<file path="src/rtl/btb_pkg.sv">
package btb_pkg;

  localparam logic [1:0] CTR_WEAK_TAKEN = 2'd2;

  function automatic logic [1:0] ctr_step(input logic [1:0] cur, input logic taken);
    logic [1:0] nxt;
    nxt = cur;
    if (taken) begin
      if (cur != 2'd3) nxt = cur + 2'd1;
    end else begin
      if (cur != 2'd0) nxt = cur - 2'd1;
    end
    return nxt;
  endfunction

endpackage

</file>
<file path="src/rtl/btb_tag_store.sv">
module btb_tag_store #(
  parameter int IDX_W = 4,
  parameter int TAG_W = 26
) (
  input  logic             clk,
  input  logic             rst,
  input  logic [IDX_W-1:0] la_idx,
  output logic             la_valid,
  output logic [TAG_W-1:0] la_tag,
  output logic [1:0]       la_ctr,
  input  logic [IDX_W-1:0] lb_idx,
  output logic             lb_valid,
  output logic [TAG_W-1:0] lb_tag,
  output logic [1:0]       lb_ctr,
  input  logic             wr_en,
  input  logic [IDX_W-1:0] wr_idx,
  input  logic [TAG_W-1:0] wr_tag,
  input  logic [1:0]       wr_ctr
);
  localparam int DEPTH = 1 << IDX_W;

  logic [DEPTH-1:0] valid_q;
  logic [TAG_W-1:0] tag_mem [DEPTH];
  logic [1:0]       ctr_mem [DEPTH];

  always_ff @(posedge clk) begin
    if (rst) valid_q <= '0;
    else if (wr_en) valid_q[wr_idx] <= 1'b1;
  end

  always_ff @(posedge clk) begin
    if (wr_en) begin
      tag_mem[wr_idx] <= wr_tag;
      ctr_mem[wr_idx] <= wr_ctr;
    end
  end

  assign la_valid = valid_q[la_idx];
  assign la_tag   = tag_mem[la_idx];
  assign la_ctr   = ctr_mem[la_idx];
  assign lb_valid = valid_q[lb_idx];
  assign lb_tag   = tag_mem[lb_idx];
  assign lb_ctr   = ctr_mem[lb_idx];
endmodule

</file>
<file path="src/rtl/btb_target_ram.sv">
module btb_target_ram #(
  parameter int IDX_W  = 4,
  parameter int DATA_W = 32
) (
  input  logic              clk,
  input  logic [IDX_W-1:0]  rd_idx,
  output logic [DATA_W-1:0] rd_data,
  input  logic              wr_en,
  input  logic [IDX_W-1:0]  wr_idx,
  input  logic [DATA_W-1:0] wr_data
);
  localparam int DEPTH = 1 << IDX_W;

  logic [DATA_W-1:0] mem [DEPTH];

  always_ff @(posedge clk) begin
    rd_data <= mem[rd_idx];
    if (wr_en) mem[wr_idx] <= wr_data;
  end
endmodule

</file>
<file path="src/rtl/btb_update_ctrl.sv">
module btb_update_ctrl
  import btb_pkg::*;
(
  input  logic       upd_valid,
  input  logic       upd_taken,
  input  logic       entry_hit,
  input  logic [1:0] entry_ctr,
  output logic       meta_we,
  output logic       tgt_we,
  output logic [1:0] new_ctr
);
  always_comb begin
    meta_we = 1'b0;
    tgt_we  = 1'b0;
    new_ctr = entry_ctr;
    if (upd_valid) begin
      if (entry_hit) begin
        meta_we = 1'b1;
        tgt_we  = upd_taken;
        new_ctr = ctr_step(entry_ctr, upd_taken);
      end else if (upd_taken) begin
        meta_we = 1'b1;
        tgt_we  = 1'b1;
        new_ctr = CTR_WEAK_TAKEN;
      end
    end
  end
endmodule

</file>
<file path="src/rtl/btb_predictor.sv">
module btb_predictor #(
  parameter int ADDR_W = 32,
  parameter int IDX_W  = 4
) (
  input  logic              clk,
  input  logic              rst,
  input  logic              fetch_valid,
  input  logic [ADDR_W-1:0] fetch_pc,
  output logic              pred_valid,
  output logic              pred_hit,
  output logic              pred_taken,
  output logic [ADDR_W-1:0] pred_next_pc,
  input  logic              upd_valid,
  input  logic [ADDR_W-1:0] upd_pc,
  input  logic              upd_taken,
  input  logic [ADDR_W-1:0] upd_target,
  input  logic              upd_pred_taken,
  input  logic [ADDR_W-1:0] upd_pred_target,
  output logic              mispredict
);
  localparam int TAG_W  = ADDR_W - 2 - IDX_W;
  localparam int IDX_LO = 2;
  localparam int TAG_LO = IDX_W + 2;

  logic [IDX_W-1:0] f_idx, u_idx;
  logic [TAG_W-1:0] f_tag, u_tag;
  assign f_idx = fetch_pc[TAG_LO-1:IDX_LO];
  assign f_tag = fetch_pc[ADDR_W-1:TAG_LO];
  assign u_idx = upd_pc[TAG_LO-1:IDX_LO];
  assign u_tag = upd_pc[ADDR_W-1:TAG_LO];

  logic             fv_ent, uv_ent;
  logic [TAG_W-1:0] f_ent_tag, u_ent_tag;
  logic [1:0]       f_ent_ctr, u_ent_ctr;
  logic             meta_we, tgt_we;
  logic [1:0]       new_ctr;
  logic [ADDR_W-1:0] tgt_rd;

  btb_tag_store #(.IDX_W(IDX_W), .TAG_W(TAG_W)) u_tags (
    .clk      (clk),
    .rst      (rst),
    .la_idx   (f_idx),
    .la_valid (fv_ent),
    .la_tag   (f_ent_tag),
    .la_ctr   (f_ent_ctr),
    .lb_idx   (u_idx),
    .lb_valid (uv_ent),
    .lb_tag   (u_ent_tag),
    .lb_ctr   (u_ent_ctr),
    .wr_en    (meta_we),
    .wr_idx   (u_idx),
    .wr_tag   (u_tag),
    .wr_ctr   (new_ctr)
  );

  btb_target_ram #(.IDX_W(IDX_W), .DATA_W(ADDR_W)) u_tgt (
    .clk     (clk),
    .rd_idx  (f_idx),
    .rd_data (tgt_rd),
    .wr_en   (tgt_we),
    .wr_idx  (u_idx),
    .wr_data (upd_target)
  );

  logic u_hit;
  assign u_hit = uv_ent && (u_ent_tag == u_tag);

  btb_update_ctrl u_ctrl (
    .upd_valid (upd_valid),
    .upd_taken (upd_taken),
    .entry_hit (u_hit),
    .entry_ctr (u_ent_ctr),
    .meta_we   (meta_we),
    .tgt_we    (tgt_we),
    .new_ctr   (new_ctr)
  );

  logic f_hit, f_take;
  assign f_hit  = fetch_valid && fv_ent && (f_ent_tag == f_tag);
  assign f_take = f_hit && f_ent_ctr[1];

  logic [ADDR_W-1:0] seq_pc_q;
  logic              misp_d;

  assign misp_d = upd_valid &&
                  ((upd_taken != upd_pred_taken) ||
                   (upd_taken && (upd_target != upd_pred_target)));

  always_ff @(posedge clk) begin
    if (rst) begin
      pred_valid <= 1'b0;
      pred_hit   <= 1'b0;
      pred_taken <= 1'b0;
      mispredict <= 1'b0;
      seq_pc_q   <= '0;
    end else begin
      pred_valid <= fetch_valid;
      pred_hit   <= f_hit;
      pred_taken <= f_take;
      mispredict <= misp_d;
      seq_pc_q   <= fetch_pc + ADDR_W'(4);
    end
  end

  assign pred_next_pc = pred_taken ? tgt_rd : seq_pc_q;
endmodule

</file>
<file path="config.mk">
export PLATFORM = sky130hd
export DESIGN_NAME = btb_predictor
export DESIGN_NICKNAME = d
export VERILOG_FILES = /design/src/rtl/btb_pkg.sv /design/src/rtl/btb_tag_store.sv /design/src/rtl/btb_target_ram.sv /design/src/rtl/btb_update_ctrl.sv /design/src/rtl/btb_predictor.sv
export SDC_FILE = /design/constraint.sdc
export NUM_CORES = 1
export LEC_CHECK = 0
export BUFFER_PORTS_ARGS = -buffer_cell sky130_fd_sc_hd__buf_4
export CAP_MARGIN = 20
export CORE_AREA = 2 2 264 266
export DETAILED_ROUTE_END_ITERATION = 16
export DIE_AREA = 0 0 266 268
export PLACE_DENSITY = 0.83
export SLEW_MARGIN = 20
export SYNTH_ARGS = -nofsm -noshare
export SYNTH_HDL_FRONTEND = slang
export SYNTH_SLANG_ARGS = --single-unit
export TNS_END_PERCENT = 5
</file>
<file path="constraint.sdc">
create_clock -name clk -period 13.85 [get_ports clk]
set_input_delay 0 -clock clk [delete_from_list [all_inputs] [get_ports clk]]
set_output_delay 0 -clock clk [all_outputs]
set_load 0.1 [all_outputs]
</file>
Yosys cells after proc, flatten, opt, wreduce, memory -nomap -nowiden
Memory sizes are Yosys's and may differ from the RTL's. A register that Yosys moved wholly into a read port is not among the register bits.
Cells that the tools add are included.
W data, S select, Z words.
- flip-flop bits (word level): 52
- bits in latches: 0
- memory bits (writable): 960
- bits in read-only memories: 0
- output and inout bits: 36
- logic and storage cells: 52
- memories kept: 3
- $add $sub $neg: 3
- multipliers: 0
- divide/modulo/power cells: 0
- order comparisons: 3
- equality and inequality tests: 5
- shift operators: 0
- muxes and demuxes: 22
- bitwise logic cells: 1
- reduce and logical (&&, ||, !) cells: 9
- memories (name ; words ; width ; read ports ; clocked after memory_dff ; write ports ; RTL line ; text):
    u_tgt.mem ; 16 ; 32 ; 1 ; 1 ; 1 ; btb_target_ram.sv:14 ; logic [DATA_W-1:0] mem [DEPTH];
    u_tags.tag_mem ; 16 ; 26 ; 2 ; 0 ; 1 ; btb_tag_store.sv:23 ; logic [TAG_W-1:0] tag_mem [DEPTH];
    u_tags.ctr_mem ; 16 ; 2 ; 2 ; 0 ; 1 ; btb_tag_store.sv:24 ; logic [1:0] ctr_mem [DEPTH];
- operators by type and width (operator ; number):
    $eq A26 B26 Y1 ; 2
    $add A32 B3 Y32 const B ; 1
    $mux W32 ; 1
    $ne A32 B32 Y1 ; 1
    $or A16 B16 Y16 ; 1
    $mux W1 ; 12
    $mux W2 ; 6
    $lt A4 B5 Y1 const B ; 2
    $bmux W1 S4 ; 2
    $logic_and A1 B1 Y1 ; 7
    $demux W1 S4 ; 1
    $ge A4 B1 Y1 const B ; 1
    $add A2 B1 Y2 const B ; 1
    $ne A2 B2 Y1 const B ; 1
    $reduce_bool A2 Y1 ; 1
    $sub A2 B1 Y2 const B ; 1
    $logic_or A1 B1 Y1 ; 1
    $ne A1 B1 Y1 ; 1

Logic depth before layout (Yosys ltp)
- word-level depth: 7
- gate-level depth with buffers: 13

Cells and area by module
Synthesis repeated with hierarchy kept, for this count alone.
- cell total of the unflattened synthesis: 2177
- area, all modules: 43575.5 µm²
- by module, submodules not included (module ; times used ; cells an instance ; area an instance (µm²) ; sequential area each (µm²)):
    btb_tag_store ; 1 ; 1020 ; 20903.8 ; 13773.2
    btb_target_ram ; 1 ; 838 ; 19854.0 ; 16015.4
    btb_predictor ; 1 ; 307 ; 2755.1 ; 720.7
    btb_update_ctrl ; 1 ; 12 ; 62.6 ; 0.0

Worst setup path after synthesis
Ideal clock, no wire load.
- path kind: flip-flop to flip-flop
- from: memory u_tags.tag_mem[15][17]
- to: memory u_tags.ctr_mem[13][0] (enable)
- library setup time: 0.456 ns
- arrival time: 4.629 ns
- path slack: 8.765 ns
- stages on the path, launching flop included: 9
- buffers on the path: 0
- period minus slack after synthesis: 5.085 ns
- cell sequence: edfxtp_1 > mux4_2 > a221o_1 > a211oi_2 > o21ai_1 > or4_4 > a221oi_4 > nand4_4 > a211oi_1
- RTL lines (element ; RTL line):
    start: declaration ; btb_tag_store.sv:23
    end: declaration ; btb_tag_store.sv:24

Final worst setup path
- from: input upd_pc[3]
- to: memory u_tags.tag_mem[10][13] (enable)
- word-level cells in the longest chain between the ends: 7
- ends and longest elaborated chain (element ; RTL line ; text):
    start: declaration ; btb_predictor.sv:14 ; input logic [ADDR_W-1:0] upd_pc,
    $mem_v2 Z16 W26 / $bmux W1 S4 (equally long branches) ; -- ;
    $eq A26 B26 Y1 / $mux W1 (equally long branches) ; btb_predictor.sv:66, btb_tag_store.sv:41 ;
    $logic_and A1 B1 Y1 ; btb_predictor.sv:66 ; assign u_hit = uv_ent && (u_ent_tag == u_tag);
    $mux W1 ; btb_update_ctrl.sv:17 ; if (entry_hit) begin
    $mux W1 ; btb_update_ctrl.sv:16 ; if (upd_valid) begin
    $mux W1 ; btb_tag_store.sv:32 ; if (wr_en) begin
    $mux W1 (not written as such) ; btb_tag_store.sv:33 ; tag_mem[wr_idx] <= wr_tag;
Parallel ways exist; a longest one is shown, timed or not. The select of a mux whose other input is x is not followed.

==> flow_metrics.env <==
export IMPL_ios=170
export IMPL_clk_pin_slew_ps=60
export IMPL_clock_latency_ps=680
export IMPL_rrSetupSlack_ps=8610
export IMPL_maxSlewHeadroom_pct=23.4
export IMPL_synth_warnings=0
export IMPL_worstPathArrival_ps=5800
export IMPL_internal_power_mw=5.41
export IMPL_finalNetCount=2645
export IMPL_grt_setup_unrepaired="false"
export IMPL_worst_path_stages=11
export IMPL_antenna_found_initial=3
export IMPL_overflow=0
export IMPL_rows=96
export IMPL_path_cells="buf_6 -> buf_4 -> mux4_2 -> o32ai_1 -> a211o_1 -> nor4b_1 -> nand4b_1 -> nor4_2 -> nand4_4 -> a211oi_4 -> buf_4"
export IMPL_synth_area_mm2=0.0442
export IMPL_p_switching_mw=1.56
export IMPL_cap_violations=0
export IMPL_multi_input_area_mm2=0.0133
export IMPL_syn_nets=2315
export IMPL_drive_gt1_share_pct=32.2
export IMPL_p_comb_share_pct=8.3
export IMPL_p_clk_share_pct=41.3
export IMPL_first_pass_iters=8
export IMPL_area_growth_pct=16.6
export IMPL_setup_tns_final_ps=0
export IMPL_whs_ps=-2.20
export IMPL_fin_crit_sh_pct=39.6
export IMPL_dp_cells=3151
export IMPL_p_leak_nw=17.0
export IMPL_critPathMaxFanout=56
export IMPL_swShare_pct=22.4
export IMPL_worstSetupEndpoint="u_tags.tag_mem[10][13]"
export IMPL_drt_vias_per_instance=7.29
export IMPL_yosys_top_cells_area="edfxtp_1, mux4_2, dfxtp_1"
export IMPL_cts_inserted_buffers=101
export IMPL_violations="negative hold slack"
export IMPL_status="complete, but fails checks"
export IMPL_critPathRequiredTime_ps=14160
export IMPL_grt_start_max_net_pins=99
export IMPL_cts_tree="done"
export IMPL_grt_pass1_vias=25800
export IMPL_critPathKind="in -> reg"
export IMPL_num_vias=25400
export IMPL_synthArstFlopShare_pct=0
export IMPL_drt_wl_total_um=121000
export IMPL_critPathSlowestCell="a211oi_4"
export IMPL_rr_worst_depth=9
export IMPL_synth_area_leader_cell="edfxtp_1"
export IMPL_crit_family="simple AND/OR/NAND/NOR gates"
export IMPL_root_buffer="clkbuf_16"
export IMPL_post_cts_buffers=0
export IMPL_initial_core_util_pct=64.8
export IMPL_finalCriticalPeriod_ps=5480
export IMPL_vdd_drop_max_mv=0.118
export IMPL_synth_seq_cells=1044
export IMPL_seqPwrFrac_pct=50.4
export IMPL_timing_rr_end="u_tags.tag_mem[10][13]"
export IMPL_yosys_cell_types_count=72
export IMPL_fillers=3454
export IMPL_drc=0
export IMPL_finalSetupViolations=0
export IMPL_die_h_um=268
export IMPL_drtIter0Drc=3841
export IMPL_grt_use_total_pct=34.5
export IMPL_coreArea_mm2=0.0682
export IMPL_worst_path_most_repeated_cell="buf_4"
export IMPL_wire_per_inst_um=34.8
export IMPL_worst_pin_slew_ps=1150
export IMPL_die_w_um=266
export IMPL_end_kind="register"
export IMPL_finalClockSkew_ps=46.0
export IMPL_gp_congestion=0.872
export IMPL_finalHoldViolCount=1
export IMPL_ant_nets=0
export IMPL_synth_edff_count=960
export IMPL_die_area_mm2=0.0713
export IMPL_htree_num_levels=3
export IMPL_hpwl_um=67100
export IMPL_clkSinkCount=1044
export IMPL_fin_ws_ps=8370
export IMPL_timing_fmax_ghz=0.182
export IMPL_start_kind="primary input"
export IMPL_grt_pass1_wl_um=174000
export IMPL_slew_violations=0
export IMPL_cp_num_buf_inv=3
export IMPL_crit_start="upd_pc[3]"
export IMPL_min_path_type="in -> reg"
export IMPL_register_area_mm2=0.0305
export IMPL_r2r_start="u_tags.tag_mem[14][17]"
export IMPL_synthFlopType="edfxtp_1"
export IMPL_hp_start="fetch_pc[3]"
export IMPL_critPathMaxStageDelay_ps=1110
export IMPL_synthCells=2180
export IMPL_synth_top_cell_area_share_pct=65.2
export IMPL_syn_avg_cell_area_um2=20.3
export IMPL_portBuffers=167
export IMPL_yosysSeqAreaShare_pct=69.0
export IMPL_preCtsSetupSlack_ps=7840
export IMPL_cts_buffer_depth=3
export IMPL_powerDensity_mw_per_mm2=135
export IMPL_fin_cells=3483
## cell type report
cell class / instances / share of cell area, %
Sequential cell: 1044 / 59.2
Timing Repair Buffer: 358 / 5.96
Clock buffer: 129 / 5.34
Clock inverter: 62 / 1.43
Inverter: 16 / 0.116
Tap cell: 882 / 2.14
Antenna cell: 3 / 0.0146
Multi-Input combinational cell: 989 / 25.8
## Yosys cell counts, types with 11 or more instances
cell      instances
nand4_1          17
buf_2            23
clkbuf_1         59
o21ai_0          11
mux2i_1         117
buf_4            12
nor2b_1          13
xnor2_1          39
a22oi_1          32
mux2_2           37
dfxtp_1          84
nor2_1           80
a21oi_1          14
xor2_1           71
mux4_2          372
buf_1            29
edfxtp_1        960
inv_1            15
nand3_1          16
nor4_1           13
nand2_1          47
## flip-flops by register name (all words and copies together), names as in the netlist
| register | count |
|---|---|
| u_tgt.mem | 512 |
| u_tags.tag_mem | 416 |
| seq_pc_q | 32 |
| u_tags.ctr_mem | 32 |
| u_tgt.rd_data | 32 |
| u_tags.valid_q | 16 |
| mispredict | 1 |
| pred_hit | 1 |
| pred_taken | 1 |
| pred_valid | 1 |
## placed cells by master (no fill, tap or decap), drive strengths merged, types with 6 or more instances in the layout
master,instances
a21oi,14
inv,19
clkinv,41
nor2,81
mux2i,117
a22o,8
clkbuf,129
a221oi,10
nor3,10
o21ai,12
a22oi,32
a211oi,14
nor4,14
dfxtp,84
mux4,372
dlygate4sd3,135
o32ai,6
xor2,71
buf,223
nand4,18
mux2,37
nor2b,13
nand3,16
xnor2,39
edfxtp,960
bufinv,14
nand2,47
## metrics by stage
step | total power, mW | utilization [%] | instance area, µm²
global placement | 4.09 | 68.4 | 46700
floorplan | 3.90 | - | 44200
detailed placement | 4.11 | 68.4 | 46700
finish | 6.96 | 75.6 | 51600
global route | 7.11 | 75.6 | 51600
CTS | 6.95 | 75.5 | 51500
## power groups by stage
stage	logic, mW	registers, mW	clock network, mW
finish	0.575	3.51	2.88
global route	0.596	3.51	3.00
CTS	0.564	3.51	2.88
detailed placement	0.528	3.58	0
global placement	0.516	3.57	0
floorplan	0.327	3.57	0
## tightest hold or removal path: stages
cell	delay, ps
buf_8	270
nand3_1	200
xor2_1	70
nor2_1	70
## metal layers
metal	track usage, %	wire (µm)	up-vias
met5	0	28	-
met4	17.5	6670	4
met1	44.9	41000	13100
met2	56.2	59400	2139
met3	7.42	14100	408
li1	-	-	9792
## cell families after synthesis
logic type	after synthesis	synth area share, %
fa+ha+maj	2	0.0509
xor+xnor	110	2.18
flops	1044	69.0
simple gates	227	2.51
buf+inv	147	1.55
mux	526	22.5
compound gates	124	2.21
## timing repair
action,in CTS,in global routing
resized for setup,0,0
hold endpoints to repair,989,0
hold buffers,135,0
setup endpoints to repair,0,0
## worst min-delay path by stage
stage                            to  cells past startpoint  slack (ps)
3_3_place_gp            seq_pc_q[1]                      2         210
2_1_floorplan  u_tags.tag_mem[0][0]                      0         100
5_1_grt                 seq_pc_q[5]                      4          40
4_1_cts                 seq_pc_q[5]                      4           5
3_5_place_dp            seq_pc_q[0]                      2         220
6_report                seq_pc_q[5]                      4          -2
(Power assumes the default switching activity.)
